## config.mk

```make
export PLATFORM = sky130hd
export DESIGN_NAME = asram_bridge
export DESIGN_NICKNAME = d
export VERILOG_FILES = /design/src/rtl/asram_pkg.sv /design/src/rtl/asram_tmr.sv /design/src/rtl/asram_seq.sv /design/src/rtl/asram_bridge.sv
export SDC_FILE = /design/constraint.sdc
export NUM_CORES = 1
export LEC_CHECK = 0
export ABC_AREA = 1
export BUFFER_PORTS_ARGS = -buffer_cell sky130_fd_sc_hd__buf_4
export CAP_MARGIN = 10
export CELL_PAD_IN_SITES_DETAIL_PLACEMENT = 1
export CELL_PAD_IN_SITES_GLOBAL_PLACEMENT = 2
export CORE_MARGIN = 3
export CORE_UTILIZATION = 24
export DETAILED_ROUTE_END_ITERATION = 8
export PLACE_DENSITY = 0.86
export SYNTH_ARGS = -nofsm -noshare
export SYNTH_HDL_FRONTEND = slang
export SYNTH_HIERARCHICAL = 1
export SYNTH_SLANG_ARGS = --single-unit
```

## constraint.sdc

```tcl
create_clock -name clk -period 1.7 [get_ports clk]
set_clock_uncertainty 0.2 [all_clocks]
set_input_delay 0.34 -clock clk [delete_from_list [all_inputs] [get_ports clk]]
set_output_delay 0.34 -clock clk [all_outputs]
set_load 0.05 [all_outputs]
```

## src/rtl/asram_pkg.sv

```systemverilog
`timescale 1ns/1ps
package asram_pkg;

  typedef enum logic [2:0] {
    ST_IDLE = 3'd0,
    ST_RACC = 3'd1,
    ST_RREL = 3'd2,
    ST_WSET = 3'd3,
    ST_WPUL = 3'd4,
    ST_WHLD = 3'd5
  } seq_st_t;

  // Cycles needed to cover t_ps at clk_ps per cycle, rounded up, never below one.
  function automatic int unsigned ps2cyc(input int unsigned t_ps, input int unsigned clk_ps);
    int unsigned n;
    n = (t_ps + clk_ps - 1) / clk_ps;
    return (n == 0) ? 1 : n;
  endfunction

  function automatic int unsigned umax(input int unsigned a, input int unsigned b);
    return (a > b) ? a : b;
  endfunction

endpackage

```

## src/rtl/asram_tmr.sv

```systemverilog
`timescale 1ns/1ps
module asram_tmr #(
  parameter int CNT_W = 2
) (
  input  logic             clk,
  input  logic             rst_n,
  input  logic             load,
  input  logic [CNT_W-1:0] load_val,
  output logic [CNT_W-1:0] cnt,
  output logic [CNT_W-1:0] cnt_nx,
  output logic             done
);

  always_comb begin
    if (load)
      cnt_nx = load_val;
    else if (cnt != '0)
      cnt_nx = cnt - 1'b1;
    else
      cnt_nx = cnt;
  end

  always_ff @(posedge clk or negedge rst_n) begin
    if (!rst_n)
      cnt <= '0;
    else
      cnt <= cnt_nx;
  end

  assign done = (cnt == '0);

endmodule

```

## src/rtl/asram_seq.sv

```systemverilog
`timescale 1ns/1ps
module asram_seq
  import asram_pkg::*;
#(
  parameter int unsigned RD_CYC   = 1,
  parameter int unsigned TURN_CYC = 1,
  parameter int unsigned WPUL_CYC = 2,
  parameter int unsigned HZW_CYC  = 1
) (
  input  logic clk,
  input  logic rst_n,
  input  logic start,
  input  logic start_wr,
  output logic capture,
  output logic o_sel,
  output logic o_we_n,
  output logic o_oe_n,
  output logic o_drv,
  output logic o_idle
);

  localparam int unsigned MAXC  = umax(umax(RD_CYC, TURN_CYC), WPUL_CYC);
  localparam int          CNT_W = (MAXC < 2) ? 1 : $clog2(MAXC);
  localparam logic [CNT_W-1:0] L_RD   = CNT_W'(RD_CYC - 1);
  localparam logic [CNT_W-1:0] L_TURN = CNT_W'(TURN_CYC - 1);
  localparam logic [CNT_W-1:0] L_WPUL = CNT_W'(WPUL_CYC - 1);
  // Pulse cycles with count at or below this value may drive the bus.
  localparam logic [CNT_W-1:0] DRV_AT = CNT_W'(WPUL_CYC - 1 - HZW_CYC);

  seq_st_t          st, nxt;
  logic             load;
  logic [CNT_W-1:0] lval;
  logic [CNT_W-1:0] cnt;
  logic [CNT_W-1:0] cnt_nx;
  logic             done;

  asram_tmr #(.CNT_W(CNT_W)) u_tmr (
    .clk      (clk),
    .rst_n    (rst_n),
    .load     (load),
    .load_val (lval),
    .cnt      (cnt),
    .cnt_nx   (cnt_nx),
    .done     (done)
  );

  always_comb begin
    nxt  = st;
    load = 1'b0;
    lval = '0;
    unique case (st)
      ST_IDLE: if (start) begin
        nxt  = start_wr ? ST_WSET : ST_RACC;
        load = 1'b1;
        lval = start_wr ? '0 : L_RD;
      end
      ST_RACC: if (done) begin
        nxt  = ST_RREL;
        load = 1'b1;
        lval = L_TURN;
      end
      ST_RREL: if (done) nxt = ST_IDLE;
      ST_WSET: if (done) begin
        nxt  = ST_WPUL;
        load = 1'b1;
        lval = L_WPUL;
      end
      ST_WPUL: if (done) begin
        nxt  = ST_WHLD;
        load = 1'b1;
        lval = '0;
      end
      ST_WHLD: if (done) nxt = ST_IDLE;
      default: nxt = ST_IDLE;
    endcase
  end

  assign capture = (st == ST_RACC) && done;

  // Pin strobes come straight from flops so the memory never sees a decode glitch.
  always_ff @(posedge clk or negedge rst_n) begin
    if (!rst_n) begin
      st     <= ST_IDLE;
      o_sel  <= 1'b0;
      o_we_n <= 1'b1;
      o_oe_n <= 1'b1;
      o_drv  <= 1'b0;
      o_idle <= 1'b1;
    end else begin
      st     <= nxt;
      o_sel  <= (nxt == ST_RACC) || (nxt == ST_WSET) || (nxt == ST_WPUL) || (nxt == ST_WHLD);
      o_we_n <= (nxt != ST_WPUL);
      o_oe_n <= (nxt != ST_RACC);
      o_drv  <= ((nxt == ST_WPUL) && (cnt_nx <= DRV_AT)) || (nxt == ST_WHLD);
      o_idle <= (nxt == ST_IDLE);
    end
  end

endmodule

```

## src/rtl/asram_bridge.sv

```systemverilog
`timescale 1ns/1ps
module asram_bridge
  import asram_pkg::*;
#(
  parameter int          ADDR_W   = 17,
  parameter int          DATA_W   = 8,
  parameter int unsigned CLK_PS   = 10000,
  parameter int unsigned T_AA_PS  = 10000,
  parameter int unsigned T_OE_PS  = 6000,
  parameter int unsigned T_OHZ_PS = 6000,
  parameter int unsigned T_WP_PS  = 8000,
  parameter int unsigned T_DS_PS  = 7000,
  parameter int unsigned T_WHZ_PS = 7000,
  parameter int unsigned T_AW_PS  = 10000
) (
  input  logic              clk,
  input  logic              rst_n,
  input  logic              req_valid,
  output logic              req_ready,
  input  logic              req_write,
  input  logic [ADDR_W-1:0] req_addr,
  input  logic [DATA_W-1:0] req_wdata,
  output logic              rsp_valid,
  output logic [DATA_W-1:0] rsp_rdata,
  output logic [ADDR_W-1:0] mem_addr,
  output logic              mem_cs_n,
  output logic              mem_cs,
  output logic              mem_we_n,
  output logic              mem_oe_n,
  output logic [DATA_W-1:0] mem_dq_o,
  output logic              mem_dq_oe,
  input  logic [DATA_W-1:0] mem_dq_i
);

  localparam int unsigned RD_CYC   = umax(ps2cyc(T_AA_PS, CLK_PS), ps2cyc(T_OE_PS, CLK_PS));
  localparam int unsigned TURN_CYC = ps2cyc(T_OHZ_PS, CLK_PS);
  localparam int unsigned HZW_CYC  = ps2cyc(T_WHZ_PS, CLK_PS);
  localparam int unsigned DS_CYC   = ps2cyc(T_DS_PS, CLK_PS);
  localparam int unsigned WP_CYC   = ps2cyc(T_WP_PS, CLK_PS);
  // The setup cycle already counts toward address-valid-to-end-of-write.
  localparam int unsigned AW_CYC   = umax(ps2cyc(T_AW_PS, CLK_PS), 2) - 1;
  localparam int unsigned WPUL_CYC = umax(umax(WP_CYC, HZW_CYC + DS_CYC), AW_CYC);

  logic              accept;
  logic              capture;
  logic              sel;
  logic              idle;
  logic [ADDR_W-1:0] lat_addr;
  logic [DATA_W-1:0] lat_wdata;

  assign accept = req_valid && idle;

  asram_seq #(
    .RD_CYC   (RD_CYC),
    .TURN_CYC (TURN_CYC),
    .WPUL_CYC (WPUL_CYC),
    .HZW_CYC  (HZW_CYC)
  ) u_seq (
    .clk      (clk),
    .rst_n    (rst_n),
    .start    (accept),
    .start_wr (req_write),
    .capture  (capture),
    .o_sel    (sel),
    .o_we_n   (mem_we_n),
    .o_oe_n   (mem_oe_n),
    .o_drv    (mem_dq_oe),
    .o_idle   (idle)
  );

  always_ff @(posedge clk or negedge rst_n) begin
    if (!rst_n) begin
      lat_addr  <= '0;
      lat_wdata <= '0;
    end else if (accept) begin
      lat_addr  <= req_addr;
      lat_wdata <= req_wdata;
    end
  end

  always_ff @(posedge clk or negedge rst_n) begin
    if (!rst_n) begin
      rsp_valid <= 1'b0;
      rsp_rdata <= '0;
    end else begin
      rsp_valid <= capture;
      if (capture)
        rsp_rdata <= mem_dq_i;
    end
  end

  assign req_ready = idle;
  assign mem_addr  = lat_addr;
  assign mem_dq_o  = lat_wdata;
  assign mem_cs_n  = ~sel;
  assign mem_cs    = sel;

endmodule

```

==> results of run 1 <==
[cell families (layout without fill, tap and decap cells)]
| family | count (synthesis) | in the layout | share of synthesized area, % |
|---|---|---|---|
| and+or+nand+nor | 114 | 114 | 28.11 |
| DFF | 43 | 43 | 59.03 |
| buffers and inverters | 32 | 113 | 9.849 |
| AOI/OAI and AO/OA | 11 | 11 | 3.009 |
[timing repair]
item | 4_1_cts | 5_1_grt
hold buffers | 1 | 0
setup endpoints to repair | 0 | 1
gates resized for setup | 0 | 2
buffers inserted | 0 | 2
hold endpoints to repair | 40 | 0
[power breakdown]
group | internal [µW] | switching (µW)
clock | 319 | 325
sequential | 1520 | 316
combinational | 967 | 2450
[layer usage]
metal	GRT usage (%)	routed length [µm]
met2	20.37	2607
met5	0	0
met1	13.64	2042
met3	2.655	271
met4	3.663	46
[metrics by stage]
stage / cell area [µm²] / worst slack, ns
after floorplan: 1829 / -0.2173
after global placement: 2460 / 0.1587
after detailed placement: 2460 / 0.1337
after CTS: 2557 / 0.02282
after global routing: 2575 / -0.001380
final: 2575 / 0.04481
[registers in the layout, indices dropped and copies added (netlist names)]
register / flops
u_seq/o_we_n: 1
rsp_valid: 1
mem_dq_o: 8
mem_addr: 17
u_seq/st: 3
u_seq/o_idle: 1
rsp_rdata: 8
u_seq/o_oe_n: 1
u_seq/u_tmr/cnt: 1
u_seq/o_sel: 1
u_seq/o_drv: 1
[cell usage after synthesis]
cell type,instances
nor2_2,1
dfrtp_1,40
buf_4,3
dfstp_2,3
inv_2,1
nand3_1,27
o21ai_0,9
nand2_4,1
nor2_1,3
nand3_2,1
nor3_1,1
nor3_2,1
nand2_8,1
nand2_2,4
o21ai_1,1
buf_8,1
buf_6,5
inv_1,22
a21oi_1,1
nand4_1,1
nand2_1,73
[layout make-up]
type / count / area, µm²
Sequential cell: 43 / 1080
Inverter: 23 / 88.84
Tap cell: 99 / 123.9
Timing Repair Buffer: 83 / 625.6
Clock inverter: 1 / 5.005
Multi-Input combinational cell: 125 / 569.3
Clock buffer: 6 / 82.58
Fill cell: 879 / 4756
[worst max path at each step]
| stage | slack [ns] | cells past startpoint | endpoint |
|---|---|---|---|
| floorplan | -0.22 | 13 | u_seq/o_drv |
| finish | 0.04 | 1 | req_ready |
| global route | -0.001 | 11 | u_seq/o_drv |
| CTS | 0.02 | 1 | req_ready |
| detailed placement | 0.13 | 11 | u_seq/o_drv |
| global placement | 0.16 | 11 | u_seq/o_drv |
==> reports/metrics.yaml, run 1 <==
clock_latency_ns: 0.28
syn_inst: 200
track_usage_pct: 11.48
dp_hpwl_um: 3621
period_share_pct: 97.36
finalWeightedCongestion: 0.7801
cp.arrival_ns: 1.12
cts_sinks: 43
crit_type: "register to output port"
critPathRequiredTime_ns: 1.16
dp_cells: 370
cts-root-buf: "clkbuf_8"
clk_pin_slew_ns: 0.08
dieArea_um2: 8706
mappedNetlistNets: 237
leakage_uw: 0.001410
firstDrtPassIters: 4
vias: 1596
port_buffers: 76
setup-tns-final_ns: 0
grt.overflow.total: 0
final_cells: 380
worstSetupStartpoint: "u_seq/o_idle"
fp.coreArea_um2: 7331
final_nets: 318
min_to: "rsp_rdata[6]"
hold_depth: 3
relSlewSlack_pct: 63.10
synth.area.top_cells: "dfrtp_1 55%, nand2_1 15%, nand3_1 7.4%"
crit_fanout: 3
reg2reg_slack_ns: 0.16
wire_per_inst_um: 13.07
critPathBufInv: 1
status: "finished clean"
fin_util_pct: 35.13
row_count: 31
die_w_um: 93.31
p_total_uw: 5897
grt_pass1_vias: 1659
crit_family: "flip-flops"
holdWs_ns: 0.05769
max_stage_delay_ns: 0.60
timing.rr.start: "u_seq/o_idle"
routed_wl_um: 4967
cts_buffers: 5
synth.distinct_cells: 21
final_cell_mix: "82 x buf_4, 73 x nand2_1, 40 x dfrtp_1"
worstHoldStart: "mem_dq_i[6]"
pwr_density_cell_nw_per_um2: 2290
drt_iter0_drc: 38
syn-cell-area_um2: 1829
drt_drc_violations_left: 0
start_util_pct: 24.95
crit_chain: "buf_4"
tightest_slew_ns: 0.5535
antenna_found_initial: 0
synth_top_cell_by_area: "dfrtp_1"
cts.path.max_buffers: 2
grt_pass1_wl_um: 7879
drive_gt1_share_pct: 37.01
syn2layout_area_growth_pct: 40.77
final_common_cell: "buf_4"
finalCriticalPeriod_ns: 1.655
die_h_um: 93.31
grt_max_degree: 44
peakVddDrop_uv: 461.2
avgSynthCellArea_um2: 9.146
ant_nets: 0
hold_viol: 0
hold_class: "input pin to register"
maxSlewViolCount: 0
h-tree-depth: 2
slowest_stage: "dfstp_2"
synth_seq_cells: 43
tritoncts: "yes"
ys_seq_area_share_pct: 59.03
critPathLaunchType: "register"
setup_viol: 0
via_per_inst: 4.200
r2r_cells: 11
max_freq_ghz: 0.6042
yosysWarnings: 6
reg2reg_to: "u_seq/o_drv"
antenna_cells: 0
end_kind: "output port"
synth_top_area_share_pct: 54.72
drv_cap: 0
ioPinCount: 77
No activity file was read; power rests on OpenSTA's default activity.
==> inputs of run 2 (changes only) <==
--- a/config.mk
+++ b/config.mk
@@ -11,10 +11,9 @@
 export CELL_PAD_IN_SITES_DETAIL_PLACEMENT = 1
 export CELL_PAD_IN_SITES_GLOBAL_PLACEMENT = 2
 export CORE_MARGIN = 3
-export CORE_UTILIZATION = 24
+export CORE_UTILIZATION = 23
 export DETAILED_ROUTE_END_ITERATION = 8
 export PLACE_DENSITY = 0.86
 export SYNTH_ARGS = -nofsm -noshare
 export SYNTH_HDL_FRONTEND = slang
-export SYNTH_HIERARCHICAL = 1
 export SYNTH_SLANG_ARGS = --single-unit
==> run 2 against run 1 <==
Net effect:
- flip-flop and latch count unchanged
- area after synthesis decreased by 9.8%
- via count down 7.5%
- worst hold slack worse by 0.017 ns
- setup slack improved by 0.084 ns
- clock power fell by 3.7%
- first-iteration DRC count up 63%
- maximum frequency grew 5.3%
- power shrank 4.6%
==> reports/metrics.yaml, run 2 <==
cts_sinks: 43  # unchanged
rsz0062_at_grt: "no"
synth_top_area_share_pct: 60.70  # was 54.72%
synth-edff-count: 0  # unchanged
yosysMostFrequentCell: "nand2_1"  # unchanged
drt_drc_violations_left: 0  # unchanged
tritoncts: "yes"  # unchanged
synth_seq_cells: 43  # unchanged
maxSlewViolCount: 0  # unchanged
yosysWarnings: 0  # was 6
max_freq_ghz: 0.6363  # was 0.6042 GHz
grt.overflow.total: 0  # unchanged
synth_top_cell_by_area: "dfrtp_1"  # unchanged
yosys-top-cells-count: "107 x nand2_1, 40 x dfrtp_1, 6 x inv_1, 5 x nor2_1, 4 x inv_2"  # was 73 x nand2_1, 40 x dfrtp_1, 27 x nand3_1, 22 x inv_1, 9 x o21ai_0
final_nets: 301  # was 318
critPathBufInv: 1  # unchanged
wire_per_inst_um: 11.67  # was 13.07 µm
antenna_found_initial: 0  # unchanged
period_share_pct: 92.45  # was 97.36%
drt_iter0_drc: 62  # was 38
cts.path.max_buffers: 2  # unchanged
syn-cell-area_um2: 1649  # was 1829 µm²
hold_viol: 0  # unchanged
synth.distinct_cells: 16  # was 21
vias: 1476  # was 1596
end_kind: "output port"  # unchanged
synth.area.top_cells: "dfrtp_1 61%, nand2_1 24%, dfstp_2 4.8%"  # was dfrtp_1 55%, nand2_1 15%, nand3_1 7.4%
via_per_inst: 4.089  # was 4.200
slowest_stage: "dfstp_2"  # unchanged
pwr_density_cell_nw_per_um2: 2317  # was 2290 nW/µm²
timing.rr.start: "u_seq.o_idle"  # was u_seq/o_idle
peakVddDrop_uv: 796.5  # was 461.2 µV
crit_family: "flip-flops"  # unchanged
ant_nets: 0  # unchanged
dp_hpwl_um: 3096  # was 3621 µm
final_cell_mix: "107 x nand2_1, 78 x buf_4, 40 x dfrtp_1"  # was 82 x buf_4, 73 x nand2_1, 40 x dfrtp_1
avgSynthCellArea_um2: 9.061  # was 9.146 µm²
dp_cells: 352  # was 370
h-tree-depth: 2  # unchanged
die_w_um: 90.68  # was 93.31 µm
cp.arrival_ns: 1.03  # was 1.12 ns
fin_util_pct: 35.36  # was 35.13%
hold_depth: 3  # unchanged
relSlewSlack_pct: 64.03  # was 63.10%
hold_class: "input pin to register"  # unchanged
dieArea_um2: 8222  # was 8706 µm²
start_util_pct: 24.01  # was 24.95%
cts_buffers: 5  # unchanged
ioPinCount: 77  # unchanged
worstHoldStart: "req_addr[14]"  # was mem_dq_i[6]
die_h_um: 90.68  # was 93.31 µm
critPathLaunchType: "register"  # unchanged
routed_wl_um: 4213  # was 4967 µm
finalCriticalPeriod_ns: 1.572  # was 1.655 ns
tightest_slew_ns: 0.5396  # was 0.5535 ns
row_count: 30  # was 31
grt_pass1_wl_um: 7245  # was 7879 µm
syn2layout_area_growth_pct: 47.27  # was 40.77%
leakage_uw: 0.001361  # was 0.001410 µW
port_buffers: 76  # unchanged
min_to: "mem_addr[14]"  # was rsp_rdata[6]
cts-root-buf: "clkbuf_8"  # unchanged
antenna_cells: 0  # unchanged
crit_fanout: 2  # was 3
cts_setup_buffers: 0  # unchanged
reg2reg_to: "mem_addr[8]"  # was u_seq/o_drv
crit_chain: "buf_4"  # unchanged
finalWeightedCongestion: 0.6748  # was 0.7801
synthArstFlopShare_pct: 100.0  # unchanged
setup_viol: 0  # unchanged
drv_cap: 0  # unchanged
r2r_cells: 5  # was 11
firstDrtPassIters: 4  # unchanged
mappedNetlistNets: 219  # was 237
grt_max_degree: 44  # unchanged
largest_reg_flops: 17  # unchanged
cts_resized: 0  # unchanged
nFillCells: 855  # was 879
final_common_cell: "nand2_1"  # was buf_4
clk_pin_slew_ns: 0.08  # about the same
syn_inst: 182  # was 200
reg2reg_slack_ns: 0.35  # was 0.16 ns
grt_pass1_vias: 1587  # was 1659
max_stage_delay_ns: 0.54  # was 0.60 ns
ys_seq_area_share_pct: 65.48  # was 59.03%
track_usage_pct: 10.88  # was 11.48%
drive_gt1_share_pct: 36.98  # was 37.01%
critPathRequiredTime_ns: 1.16  # about the same
clock_latency_ns: 0.29  # was 0.28 ns
crit_type: "register to output port"  # unchanged
postCtsHoldBufs: 1  # unchanged
setup-tns-final_ns: 0  # unchanged
ys.flop_type: "dfrtp_1"  # unchanged
final_cells: 361  # was 380
status: "finished clean"  # unchanged
fp.coreArea_um2: 6869  # was 7331 µm²
[run 2: cell count changes after synthesis, moves of 2 or more]
cell	change
nand2_2	-2
nor2_1	+2
buf_4	-3
inv_1	-16
buf_2	+2
nand3_1	-24
o21ai_0	-9
buf_1	+2
buf_6	-5
nand2_1	+34
inv_2	+3
[run 2: how the worst max path moves through the flow]
stage / startpoint / endpoint / slack, ns / cells after the start
finish: u_seq.o_idle / req_ready / 0.13 / 1
global route: u_seq.o_idle / req_ready / 0.09 / 1
CTS: u_seq.o_idle / req_ready / 0.11 / 1
detailed placement: u_seq.o_idle / mem_addr[8] / 0.34 / 5
global placement: u_seq.o_idle / mem_addr[12] / 0.39 / 5
floorplan: u_seq.o_idle / u_seq.o_oe_n / 0.18 / 5
[run 2: cell families (layout without fill, tap and decap cells)]
group / count (synthesis) / count (layout) / share of synthesized area, %
AOI/OAI and AO/OA: 1 / 1 / 0.3032
buffers and inverters: 15 / 98 / 3.869
DFF: 43 / 43 / 65.48
and+or+nand+nor: 123 / 123 / 30.35
[run 2: metrics by stage]
| step | worst slack (ns) | hold slack (ns) | total power [µW] | cell area (µm²) |
|---|---|---|---|---|
| global placement | 0.3860 | 0.1718 | 5021 | 2337 |
| floorplan | 0.1776 | -0.1556 | 4015 | 1649 |
| CTS | 0.1140 | 0.02691 | 5734 | 2429 |
| global route | 0.09401 | 0.02720 | 6005 | 2429 |
| finish | 0.1284 | 0.04119 | 5627 | 2429 |
| detailed placement | 0.3371 | 0.1722 | 5081 | 2337 |
[run 2: routing by layer]
metal	vias to the layer above	track usage, %	wire (µm)
met3	10	3.667	308
met4	0	4.592	76
met5	-	0	0
li1	710	-	-
met1	712	11.92	1689
met2	44	19.09	2139
[run 2: cell type report]
| type | instances | area, µm² | area share, % |
|---|---|---|---|
| clock buffers | 7 | 76.32 | 3.143 |
| clock inverters | 1 | 5.005 | 0.2061 |
| inverters | 11 | 46.29 | 1.906 |
| multi-input cells | 124 | 505.5 | 20.81 |
| flip-flops and latches | 43 | 1080 | 44.46 |
| well taps | 96 | 120.1 | 4.946 |
| repair buffers | 79 | 595.6 | 24.52 |
[run 2: where the power goes]
| part | switching (µW) | internal (µW) |
|---|---|---|
| clock network | 331 | 289 |
| registers | 265 | 1510 |
| logic | 2330 | 904 |
==> inputs of run 3 (changes only) <==
--- a/config.mk
+++ b/config.mk
@@ -9,11 +9,11 @@
 export BUFFER_PORTS_ARGS = -buffer_cell sky130_fd_sc_hd__buf_4
 export CAP_MARGIN = 10
 export CELL_PAD_IN_SITES_DETAIL_PLACEMENT = 1
-export CELL_PAD_IN_SITES_GLOBAL_PLACEMENT = 2
+export CELL_PAD_IN_SITES_GLOBAL_PLACEMENT = 1
 export CORE_MARGIN = 3
-export CORE_UTILIZATION = 23
+export CORE_UTILIZATION = 29
 export DETAILED_ROUTE_END_ITERATION = 8
-export PLACE_DENSITY = 0.86
+export PLACE_DENSITY = 0.85
 export SYNTH_ARGS = -nofsm -noshare
 export SYNTH_HDL_FRONTEND = slang
 export SYNTH_SLANG_ARGS = --single-unit
==> run 3 against run 2 <==
Net effect:
- setup slack gained 0.0044 ns
- clock power is essentially flat
- non-clock buffer count is the same
- sequential share of layout area grew 0.60 points
- flip-flop and latch count is the same
- worst hold slack lost 0.0040 ns
- critical path depth is the same
- power grew 0.34%
- utilization grew 9.8 points
- sequential power is essentially flat
- via count shrank 3.0%
==> reports/metrics.yaml, run 3 (synthesis gave the netlist of run 2 again) <==
grt.busiest_layer: "met2"  # unchanged
relSlewSlack_pct: 64.13  # was 64.03%
crit_chain: "buf_4"  # unchanged
p_int_uw: 2704  # about the same
crit_family: "flip-flops"  # unchanged
grt_max_degree: 44  # unchanged
fin_ws_ns: 0.1328  # was 0.1284 ns
cts.path.max_buffers: 2  # unchanged
cts-root-buf: "clkbuf_8"  # unchanged
drv_cap: 0  # unchanged
final_common_cell: "nand2_1"  # unchanged
clk_pin_slew_ns: 0.08  # about the same
dp_hpwl_um: 3279  # was 3096 µm
setup-tns-final_ns: 0  # unchanged
reg2reg_slack_ns: 0.35  # about the same
timing.rr.start: "u_seq.o_idle"  # unchanged
cts_buffers: 5  # unchanged
max_freq_ghz: 0.6381  # was 0.6363 GHz
track_usage_pct: 13.69  # was 10.88%
cts_setup_buffers: 0  # unchanged
worstSetupStartpoint: "u_seq.o_idle"  # unchanged
start_util_pct: 31.10  # was 24.01%
cts_sinks: 43  # unchanged
slowest_stage: "dfstp_2"  # unchanged
p_seq_share_pct: 31.5  # about the same
grt.overflow.total: 0  # unchanged
multi_input_area_um2: 505.5  # unchanged
port_buffers: 76  # unchanged
final_nets: 301  # unchanged
p_total_uw: 5646  # was 5627 µW
clock_latency_ns: 0.29  # about the same
clkPwrFrac_pct: 11.0  # about the same
comb_power_share_pct: 57.6  # was 57.4%
path_depth: 1  # unchanged
reg2reg_to: "mem_addr[2]"  # was mem_addr[8]
met2_usage_pct: 23.94  # was 19.09%
finalWeightedCongestion: 0.6807  # was 0.6748
hold_class: "input pin to register"  # unchanged
end_kind: "output port"  # unchanged
grt_pass1_wl_um: 6872  # was 7245 µm
drt_drc_violations_left: 0  # unchanged
nFillCells: 643  # was 855
finalCriticalPeriod_ns: 1.567  # was 1.572 ns
globalRouteMet1Util_pct: 16.12  # was 11.92%
syn2layout_area_growth_pct: 45.30  # was 47.27%
wire_per_inst_um: 12.96  # was 11.67 µm
crit_type: "register to output port"  # unchanged
tightest_slew_ns: 0.5380  # was 0.5396 ns
switching_share_pct: 52.11  # was 51.96%
switchingPower_uw: 2942  # was 2924 µW
antenna_cells: 0  # unchanged
pwr_density_cell_nw_per_um2: 2356  # was 2317 nW/µm²
largest_reg_flops: 17  # unchanged
row_count: 26  # was 30
final_cells: 335  # was 361
vias: 1431  # was 1476
maxSlewViolCount: 0  # unchanged
peakVddDrop_uv: 842.0  # was 796.5 µV
critPathRequiredTime_ns: 1.16  # about the same
die_h_um: 81.41  # was 90.68 µm
dieArea_um2: 6628  # was 8222 µm²
max_stage_delay_ns: 0.54  # about the same
r2r_cells: 5  # unchanged
routed_wl_um: 4342  # was 4213 µm
antenna_found_initial: 0  # unchanged
drt_iter0_drc: 75  # was 62
hold_viol: 0  # unchanged
setup_viol: 0  # unchanged
leakage_uw: 0.001361  # unchanged
grt_pass1_vias: 1513  # was 1587
die_w_um: 81.41  # was 90.68 µm
critPathLaunchType: "register"  # unchanged
firstDrtPassIters: 4  # unchanged
dp_cells: 326  # was 352
tritoncts: "yes"  # unchanged
ioPinCount: 77  # unchanged
final_cell_mix: "107 x nand2_1, 78 x buf_4, 40 x dfrtp_1"  # unchanged
seqCellArea_um2: 1080  # unchanged
h-tree-depth: 2  # unchanged
ant_nets: 0  # unchanged
critPathBufInv: 1  # unchanged
rsz0062_at_grt: "no"  # unchanged
dp_slack_ns: 0.3486  # was 0.3371 ns
via_per_inst: 4.272  # was 4.089
period_share_pct: 92.19  # was 92.45%
status: "finished clean"  # unchanged
crit_path_end: "req_ready"  # unchanged
fp.coreArea_um2: 5303  # was 6869 µm²
cp.arrival_ns: 1.03  # about the same
crit_fanout: 2  # unchanged
grt_util_met3_pct: 4.167  # was 3.667%
drive_gt1_share_pct: 36.98  # unchanged
[run 3: timing repair]
action / in CTS / in global routing
gates resized for setup: 0 / 0
hold buffers: 1 / 0
endpoints found under the hold margin: 40 / 0
[run 3: through the flow]
stage / instance area [µm²] / hold WS [ns] / util, %
6_report: 2396 / 0.03719 / 45.19
5_1_grt: 2396 / 0.03001 / 45.19
4_1_cts: 2396 / 0.03000 / 45.19
3_5_place_dp: 2305 / 0.1698 / 43.46
3_3_place_gp: 2305 / 0.1666 / 43.46
2_1_floorplan: 1649 / -0.1556 / -
[run 3: worst min-delay path by stage]
stage                            from           end  slack (ns)  cells past startpoint
after floorplan                 rst_n   mem_addr[0]       -0.16                      0
after global placement          rst_n   mem_addr[5]        0.17                      1
after detailed placement        rst_n   mem_addr[9]        0.17                      1
after CTS                 mem_dq_i[4]  rsp_rdata[4]        0.03                      3
after global routing      req_addr[0]   mem_addr[0]        0.03                      3
final                     req_addr[4]   mem_addr[4]        0.04                      3
[run 3: final cells by class]
type	instances	area share (%)
sequential	43	45.07
timing repair buffer	79	24.86
multi-input combinational	124	21.10
tap	70	3.655
clock buffer	7	3.185
inverter	11	1.932
clock inverter	1	0.2089
[run 3: power by group through the flow]
| stage | clock network (µW) | logic (µW) | registers (µW) |
|---|---|---|---|
| 2_1_floorplan | 0 | 726 | 3290 |
| 3_3_place_gp | 0 | 3210 | 1790 |
| 3_5_place_dp | 0 | 3290 | 1800 |
| 4_1_cts | 650 | 3300 | 1790 |
| 5_1_grt | 707 | 3460 | 1840 |
| 6_report | 618 | 3250 | 1780 |
[run 3: per-layer routing]
metal | part of all wire, % | up-vias | wire length (µm)
met4 | 0.85 | 0 | 37
met5 | 0 | - | 0
met3 | 7.5 | 5 | 325
li1 | - | 708 | -
met2 | 52 | 46 | 2254
met1 | 40 | 672 | 1724
